===== src/rtl/angle_pulse_pkg.sv =====
package angle_pulse_pkg;
  // Strobes from the control half to the datapath half
  typedef struct packed {
    logic load;    // start a pulse: count <= working width
    logic dec;     // half-rate decrement of the running count
    logic commit;  // copy held register values into the working copies
  } chanStrobes_t;
endpackage


===== src/rtl/angle_pulse_ctrl.sv =====
module angle_pulse_ctrl
  import angle_pulse_pkg::*;
#(
  parameter int POS_W = 16,
  parameter int CNT_W = 16
) (
  input  logic             clk,
  input  logic             rst,
  input  logic [POS_W-1:0] crankPos,
  input  logic [POS_W-1:0] activeMatch,
  input  logic [CNT_W-1:0] activeWidth,
  input  logic             cntIdle,
  output chanStrobes_t     strobes
);

  logic tickR;
  logic posHit;
  logic widthNz;

  // Half-rate enable: low in the first cycle after reset, then alternating
  always_ff @(posedge clk) begin
    if (rst) tickR <= 1'b0;
    else     tickR <= ~tickR;
  end

  assign posHit  = (crankPos == activeMatch);
  assign widthNz = |activeWidth;

  always_comb begin
    strobes.load   = cntIdle & posHit & widthNz;
    strobes.dec    = ~cntIdle & tickR;
    strobes.commit = cntIdle & ~strobes.load;
  end

  // the enable alternates on every cycle once reset is released
  a_r3_tick_alternates: assert property (@(posedge clk) disable iff (rst)
    1'b1 |=> (tickR != $past(tickR)));

endmodule


===== src/rtl/angle_pulse_dp.sv =====
module angle_pulse_dp
  import angle_pulse_pkg::*;
#(
  parameter int POS_W = 16,
  parameter int CNT_W = 16
) (
  input  logic             clk,
  input  logic             rst,
  input  chanStrobes_t     strobes,
  input  logic             matchWrEn,
  input  logic [POS_W-1:0] matchWrData,
  input  logic             widthWrEn,
  input  logic [CNT_W-1:0] widthWrData,
  output logic [POS_W-1:0] activeMatch,
  output logic [CNT_W-1:0] activeWidth,
  output logic             cntIdle,
  output logic             pulseOut
);

  localparam logic [CNT_W-1:0] CNT_ONE = CNT_W'(1);

  logic [POS_W-1:0] heldMatch;
  logic [CNT_W-1:0] heldWidth;
  logic [CNT_W-1:0] count;

  always_ff @(posedge clk) begin
    if (rst) begin
      heldMatch   <= '0;
      heldWidth   <= '0;
      activeMatch <= '0;
      activeWidth <= '0;
      count       <= '0;
    end else begin
      if (matchWrEn) heldMatch <= matchWrData;
      if (widthWrEn) heldWidth <= widthWrData;
      if (strobes.commit) begin
        activeMatch <= heldMatch;
        activeWidth <= heldWidth;
      end
      if (strobes.load)     count <= activeWidth;
      else if (strobes.dec) count <= count - CNT_ONE;
    end
  end

  assign cntIdle  = (count == '0);
  assign pulseOut = ~cntIdle;

  // a start loads exactly the working width
  a_r2_load_value: assert property (@(posedge clk) disable iff (rst)
    strobes.load |=> (count == $past(activeWidth)));

  // while busy the count only holds or steps down by one
  a_r5_busy_monotonic: assert property (@(posedge clk) disable iff (rst)
    (count != '0) |=> ((count == $past(count)) || (count == $past(count) - CNT_ONE)));

  // working copies are frozen while a pulse runs
  a_r7_active_hold: assert property (@(posedge clk) disable iff (rst)
    (count != '0) |=> ($stable(activeWidth) && $stable(activeMatch)));

  // an idle channel with zero width stays idle
  a_r4_zero_width_idle: assert property (@(posedge clk) disable iff (rst)
    ((count == '0) && (activeWidth == '0)) |=> (count == '0));

endmodule


===== src/rtl/angle_pulse_channel.sv =====
module angle_pulse_channel
  import angle_pulse_pkg::*;
#(
  parameter int POS_W = 16,
  parameter int CNT_W = 16
) (
  input  logic             clk,
  input  logic             rst,
  input  logic [POS_W-1:0] crankPos,
  input  logic             matchWrEn,
  input  logic [POS_W-1:0] matchWrData,
  input  logic             widthWrEn,
  input  logic [CNT_W-1:0] widthWrData,
  output logic             pulseOut
);

  chanStrobes_t     strobes;
  logic [POS_W-1:0] activeMatch;
  logic [CNT_W-1:0] activeWidth;
  logic             cntIdle;

  angle_pulse_ctrl #(.POS_W(POS_W), .CNT_W(CNT_W)) ctrl (
    .clk(clk), .rst(rst), .crankPos(crankPos),
    .activeMatch(activeMatch), .activeWidth(activeWidth),
    .cntIdle(cntIdle), .strobes(strobes)
  );

  angle_pulse_dp #(.POS_W(POS_W), .CNT_W(CNT_W)) dp (
    .clk(clk), .rst(rst), .strobes(strobes),
    .matchWrEn(matchWrEn), .matchWrData(matchWrData),
    .widthWrEn(widthWrEn), .widthWrData(widthWrData),
    .activeMatch(activeMatch), .activeWidth(activeWidth),
    .cntIdle(cntIdle), .pulseOut(pulseOut)
  );

  // reset forces the output low by the next cycle
  a_r10_reset_clears: assert property (@(posedge clk)
    rst |=> !pulseOut);

endmodule


===== config.mk =====
export PLATFORM = sky130hd
export DESIGN_NAME = angle_pulse_channel
export DESIGN_NICKNAME = d
export VERILOG_FILES = /design/src/rtl/angle_pulse_pkg.sv /design/src/rtl/angle_pulse_ctrl.sv /design/src/rtl/angle_pulse_dp.sv /design/src/rtl/angle_pulse_channel.sv
export SDC_FILE = /design/constraint.sdc
export NUM_CORES = 1
export LEC_CHECK = 0
export CORE_ASPECT_RATIO = 1.1
export CORE_MARGIN = 1.5
export CORE_UTILIZATION = 50
export DETAILED_ROUTE_END_ITERATION = 6
export DONT_BUFFER_PORTS = 1
export GPL_ROUTABILITY_DRIVEN = 0
export REMOVE_ABC_BUFFERS = 1
export SLEW_MARGIN = 10
export SYNTH_ARGS = -nofsm -noshare
export SYNTH_HDL_FRONTEND = slang
export SYNTH_SLANG_ARGS = --single-unit

===== constraint.sdc =====
create_clock -name clk -period 2.3 [get_ports clk]
set_input_delay 0.115 -clock clk [delete_from_list [all_inputs] [get_ports clk]]
set_output_delay 0.115 -clock clk [all_outputs]
set_load 0.03 [all_outputs]

# ---- Yosys cells after proc, flatten, opt, wreduce, memory -nomap -nowiden
# Index checks and enable logic that the tools add are counted.
dict set report op_classes {
  n_reduce_logical 3
  muxes 2
  n_eq_ne 1
  bitwise_logic 7
  addsub 1
}
# operator n
set op_table {}
lappend op_table {{$mux W16} 2}
lappend op_table {{$eq A16 B16 Y1} 1}
lappend op_table {{$logic_not A16 Y1} 1}
lappend op_table {{$reduce_or A16 Y1} 1}
lappend op_table {{$sub A16 B1 Y16 const B} 1}
lappend op_table {{$and A1 B1 Y1} 4}
lappend op_table {{$not A1 Y1} 3}
lappend op_table {{$reduce_bool A2 Y1} 1}
dict set report word_totals {
  regBits 81
  out_inout_bits 1
}

# ---- Longest topological paths before layout
dict set report logic_depth {
  ltp_word 5
  mapped_depth 11
}

# ---- Hierarchy
# From an unflattened synthesis, not the netlist that was laid out.
dict set report unflattened {
  hier_cells 355
  hier_area_um2 3440.8
}
# module seq_area_each_um2 cells_per_inst area_per_inst_um2 instances
set by_module_without_submodules {}
lappend by_module_without_submodules {angle_pulse_dp 1601.5 323 3178.0 1}
lappend by_module_without_submodules {angle_pulse_ctrl 20.0 32 262.8 1}

# ---- Worst setup path before layout
# No wires, ideal clock.
dict set report synth_path {
  path_type {register to register}
  start {register dp.count[0]}
  end {register dp.activeWidth[10]}
  slack_ns 0.317
  setup_time_ns 0.143
  arrival_ns 1.840
  path_stages_with_launch 11
  period_less_slack_ns 1.983
  n_path_buf 3
  cell_sequence {dfxtp_1 -> inv_1 -> ha_1 -> nor3b_1 -> and4_1 -> buf_6 -> inv_4 -> buf_6 -> buf_2 -> a32oi_1 -> o311ai_0}
}
dict set report synth_between {
  elab_chain_cells 5
}
# item line_no
set synth_lines {}
lappend synth_lines {{from (decl)} angle_pulse_dp.sv:24} ;# logic [CNT_W-1:0] count;
lappend synth_lines {{from (signal assigned)} angle_pulse_dp.sv:40} ;# if (strobes.load) count <= activeWidth;
lappend synth_lines {{from (signal assigned)} angle_pulse_dp.sv:41} ;# else if (strobes.dec) count <= count - CNT_ONE;
lappend synth_lines {{$logic_not A16 Y1 *} angle_pulse_dp.sv:45} ;# assign cntIdle = (count == '0);
lappend synth_lines {{$and A1 B1 Y1 (2 in series)} angle_pulse_ctrl.sv:30} ;# strobes.load = cntIdle & posHit & widthNz;
lappend synth_lines {{$not A1 Y1} angle_pulse_ctrl.sv:32} ;# strobes.commit = cntIdle & ~strobes.load;
lappend synth_lines {{$and A1 B1 Y1 *} angle_pulse_ctrl.sv:32}
lappend synth_lines {{to (signal assigned)} angle_pulse_dp.sv:38} ;# activeWidth <= heldWidth;
lappend synth_lines {{to (decl)} angle_pulse_dp.sv:15} ;# output logic [CNT_W-1:0] activeWidth,
# Every way passes the cells marked *; elsewhere a longest branch is shown, timed or not.
# A chain may end at the register's enable or synchronous reset.

# ---- Worst setup path after layout
dict set report layout_path {
  start {register dp.activeMatch[5]}
  end {register dp.activeMatch[2]}
}
dict set report layout_between {
  elab_chain_cells 5
}
# item line_no
set layout_lines {}
lappend layout_lines {{from (decl)} angle_pulse_dp.sv:14} ;# output logic [POS_W-1:0] activeMatch,
lappend layout_lines {{from (signal assigned)} angle_pulse_dp.sv:37} ;# activeMatch <= heldMatch;
lappend layout_lines {{$eq A16 B16 Y1} angle_pulse_ctrl.sv:26} ;# assign posHit = (crankPos == activeMatch);
lappend layout_lines {{$and A1 B1 Y1 (2 in series)} angle_pulse_ctrl.sv:30}
lappend layout_lines {{$not A1 Y1} angle_pulse_ctrl.sv:32}
lappend layout_lines {{$and A1 B1 Y1} angle_pulse_ctrl.sv:32}
# No other way between the ends.

==> summary by stage <==
Run status
The run finished with clean final reports.

Place
The post-placement cell count is ~560. After legalization and detailed placement, the total HPWL measured about 6.3 mm. The port buffer count is 0.

Timing
The transition time of the tightest slew-check pin is 0.566 ns. The peak clock frequency supported by timing is 471 MHz. The post-route worst hold slack is 0.0202 ns. Adding up every negative setup slack in the final design gives 0 ns. The final period demand of the worst path is 2.12 ns. The number of hold violations in the final report is 0. Setup repair after global routing left no endpoint under its margin. The part of the cycle the worst path needs is 92.2%. The relative max-transition margin is 61.9%. The total count of max-transition violations in the final report was 0. Between clock sinks in the finished design, the worst skew comes to 0.00675 ns. The final count of negative-setup-slack endpoints is 0.

Power
The register share of total power is 30.3%. The analysis attributes to cell leakage a power of 1.81 nW. The analysis attributes to net switching a power of 3.77 mW. The power per cell area is 1480 nW/µm². The internal power component is between 3 and 4 mW. The worst-case IR drop observed on VDD is just under 900 µV. Combinational logic burns between 50% and 60% of the power.

In this run switching power makes up around half of total power. The clock share of power is a little over an eighth. Power comes to roughly 7.5 mW.

CTS
Clock-pin slew was measured on the worst setup and hold paths at 0.08 ns. CTS built an H-tree with a depth of 3. The count of clock tree sinks is 81. Buffers inserted during clock tree synthesis total 9.

In this run the deepest clock path goes through 2 buffers. Clock tree synthesis selected as its root buffer the cell sky130_fd_sc_hd__clkbuf_8. TritonCTS built the clock tree.

The total setup buffers inserted after CTS is 0. The clock latency on the worst-skew pair is 0.35 ns.

Detailed routing
The routed design has 10.5 mm of wire. The number of violations reported at the end of detailed-routing iteration 0 is 169. The first detailed-routing pass took 5 iterations. Signal routing reaches up to met4.

For this block, wires on met1 add up to 4.87 mm. For this block, the via count after detailed routing is 3896. The post-detailed-route wirelength per cell is 16.4 µm. The remaining antenna violation count after routing is 0. The routed design uses 5.18 mm of met2 wire.

Detailed routing placed a total of 365 µm of wire on met3. After detailed routing, the number of vias per cell comes to about 6. The number of design rule violations left after detail routing is 0.

Cells and area
The number of antenna cells inserted is 0. The count of filler cells inserted in the layout is ~680. The final cell utilization of the core is 63.6%. The final instance count without filler cells is 642.

Summing all multi-input logic gate instances after layout gives 2280 µm². Compared with the post-synthesis result, the final layout area differs by 22.6%. Leaving out fill and tap cells, the most frequent cells in the layout are 81 x sky130_fd_sc_hd__dfxtp_1, 64 x sky130_fd_sc_hd__dlygate4sd3_1, 56 x sky130_fd_sc_hd__nand2_1.

The most frequent standard cell in the layout excluding fill and tap cells is sky130_fd_sc_hd__dfxtp_1. In the final layout, the share of cells above drive strength 1 is 7.87%. The post-layout net count is 584. The sequential cells in the finished layout cover a total of 1620 µm².

Worst setup path
In this run the critical register-to-register path is launched from dp.activeMatch[5]$_SDFFE_PP0P_. The number of buffers and inverters on the critical path is 1. STA puts the critical path data required time at around 2.5 ns. Walking the worst path, the cells encountered are xor2_1 > nor4_1 > and4_4 > buf_4 > nand4_1 > o311ai_0. STA classifies the critical path endpoint as a register. The biggest cell delay along the critical path is 0.54 ns.

The largest fanout on the critical path is 20. The first element of the critical path is dp.activeMatch[5]$_SDFFE_PP0P_. The startpoint class of the critical path is a register. The critical path's slowest cell is sky130_fd_sc_hd__nor4_1. The kind of cell adding the most delay to the critical path is simple AND/OR/NAND/NOR gates.

By startpoint and endpoint, the worst setup path is classified as reg -> reg. The critical path data arrival time is 2.36 ns.

Yosys
The synthesized netlist occupies a cell area of ~4100 µm². The post-synthesis area per instance is 8.58 µm². For this run, the leading register cell type out of synthesis is sky130_fd_sc_hd__dfxtp_1. The share of flip-flops with an asynchronous set or reset is 0%. The synthesis-stage register bit count is 81. The share of synthesized area occupied by flip-flops and latches is 39.3%. The count of different cell masters after synthesis is 41. The synthesized instance count is roughly 480.

The Yosys step of the flow raised 0 warnings. Yosys mapped a number of flops with a built-in enable equal to 0.

Global routing
The number of antenna violations at the first check in global routing is 0. The total congestion overflow after global routing is 0. The global-route wire length before repair is 17.7 mm.

The global router's overall resource usage is about a quarter. Entering global routing, the biggest net connects 49 pins. The number of global-route vias before repair is 3628.

Min path
The worst min-delay path category is in -> reg. The worst min-delay path startpoint is rst.

Floorplanning
53 I/O pins were placed. The standard cell core area is 7960 µm². The horizontal extent of the die is 89.6 µm. The die covers 8810 µm². The die is 98.3 µm tall. The initial core utilization is 51.9%. The initialized floorplan defines 34 standard-cell rows.

Run
The number of violations of the max-capacitance limit is 0.
power by group through the flow:
stage          Sequential (mW)  Combinational [mW]  Clock, mW
2_1_floorplan             2.11                2.15          0
3_3_place_gp              2.30                3.90          0
3_5_place_dp              2.30                4.00          0
4_1_cts                   2.27                4.14       1.05
5_1_grt                   2.34                4.68       1.10
6_report                  2.28                4.20       1.03
metrics by stage:
step | setup WS [ns] | area [µm²]
2_1_floorplan | -0.591 | 3920
3_3_place_gp | 0.175 | 4200
3_5_place_dp | 0.122 | 4200
4_1_cts | 0.0917 | 5050
5_1_grt | 0.00251 | 5060
6_report | 0.179 | 5060
final timing paths:
| path | cells past startpoint | slack (ns) | to |
|---|---|---|---|
| worst max-delay path | 6 | 0.18 | dp.activeMatch[2]$_SDFFE_PP0P_ |
| worst min-delay path | 3 | 0.02 | dp.activeWidth[4]$_SDFFE_PP0P_ |
| worst max register to register | 6 | 0.18 | dp.activeMatch[2]$_SDFFE_PP0P_ |
| worst min register to register | 2 | 0.49 | dp.count[6]$_SDFFE_PP0P_ |
cell type report:
cell class,count,share of cell area (%)
multi-input cells,351,45.1
well taps,108,2.67
inverters,4,0.346
clock inverters,5,1.14
repair buffers,83,16.1
flip-flops and latches,81,32.1
clock buffers,10,2.52
routing by layer:
layer	track usage, %	up-vias
met4	7.69	0
met2	41.7	83
met1	34.7	1879
met3	3.63	7
li1	-	1927
met5	0	-
repair_timing:
item / 4_1_cts / 5_1_grt
endpoints found under the setup margin: 0 / 9
gates resized for setup: 0 / 3
hold buffers: 65 / 0
hold endpoints to repair: 46 / 0
worst reg2reg max path: stages, from the launching register on:
cell                       delay, ns
sky130_fd_sc_hd__dfxtp_1        0.34
sky130_fd_sc_hd__xor2_1         0.17
sky130_fd_sc_hd__nor4_1         0.54
sky130_fd_sc_hd__and4_4         0.46
sky130_fd_sc_hd__buf_4          0.27
sky130_fd_sc_hd__nand4_1        0.11
sky130_fd_sc_hd__o311ai_0       0.12
synthesized netlist by cell type, types with 3 or more instances:
library cell / number / share of area, %
sky130_fd_sc_hd__a21o_1: 3 / 0.55
sky130_fd_sc_hd__a21oi_1: 15 / 1.8
sky130_fd_sc_hd__a31oi_1: 18 / 2.7
sky130_fd_sc_hd__a32oi_1: 16 / 3.4
sky130_fd_sc_hd__a41oi_1: 4 / 0.85
sky130_fd_sc_hd__and3_1: 4 / 0.61
sky130_fd_sc_hd__and4_1: 5 / 1.1
sky130_fd_sc_hd__buf_1: 4 / 0.36
sky130_fd_sc_hd__buf_2: 7 / 0.85
sky130_fd_sc_hd__buf_6: 4 / 1.1
sky130_fd_sc_hd__clkbuf_1: 30 / 2.7
sky130_fd_sc_hd__dfxtp_1: 81 / 39
sky130_fd_sc_hd__inv_1: 3 / 0.27
sky130_fd_sc_hd__mux2i_1: 33 / 8.0
sky130_fd_sc_hd__nand2_1: 56 / 5.1
sky130_fd_sc_hd__nand3_1: 5 / 0.61
sky130_fd_sc_hd__nand4_1: 22 / 3.3
sky130_fd_sc_hd__nor2_1: 39 / 3.5
sky130_fd_sc_hd__nor2b_1: 16 / 2.4
sky130_fd_sc_hd__nor3_1: 19 / 2.3
sky130_fd_sc_hd__nor4_1: 14 / 2.1
sky130_fd_sc_hd__o21ai_0: 9 / 1.1
sky130_fd_sc_hd__o311ai_0: 32 / 6.8
sky130_fd_sc_hd__xor2_1: 17 / 3.6
state kept, by name, summed over array words and instances, names as in the netlist:
register        count
dp.activeMatch     16
dp.activeWidth     16
dp.count           16
dp.heldMatch       16
dp.heldWidth       16
ctrl.tickR          1
logic make-up after synthesis:
kind of cell,synth area share (%)
simple gates,23.2
fa+ha+maj,0.606
xor+xnor,3.82
compound gates,19.3
mux,8.28
buf+inv,5.46
flops,39.3
Note: power is estimated with default switching activity, not from simulation.
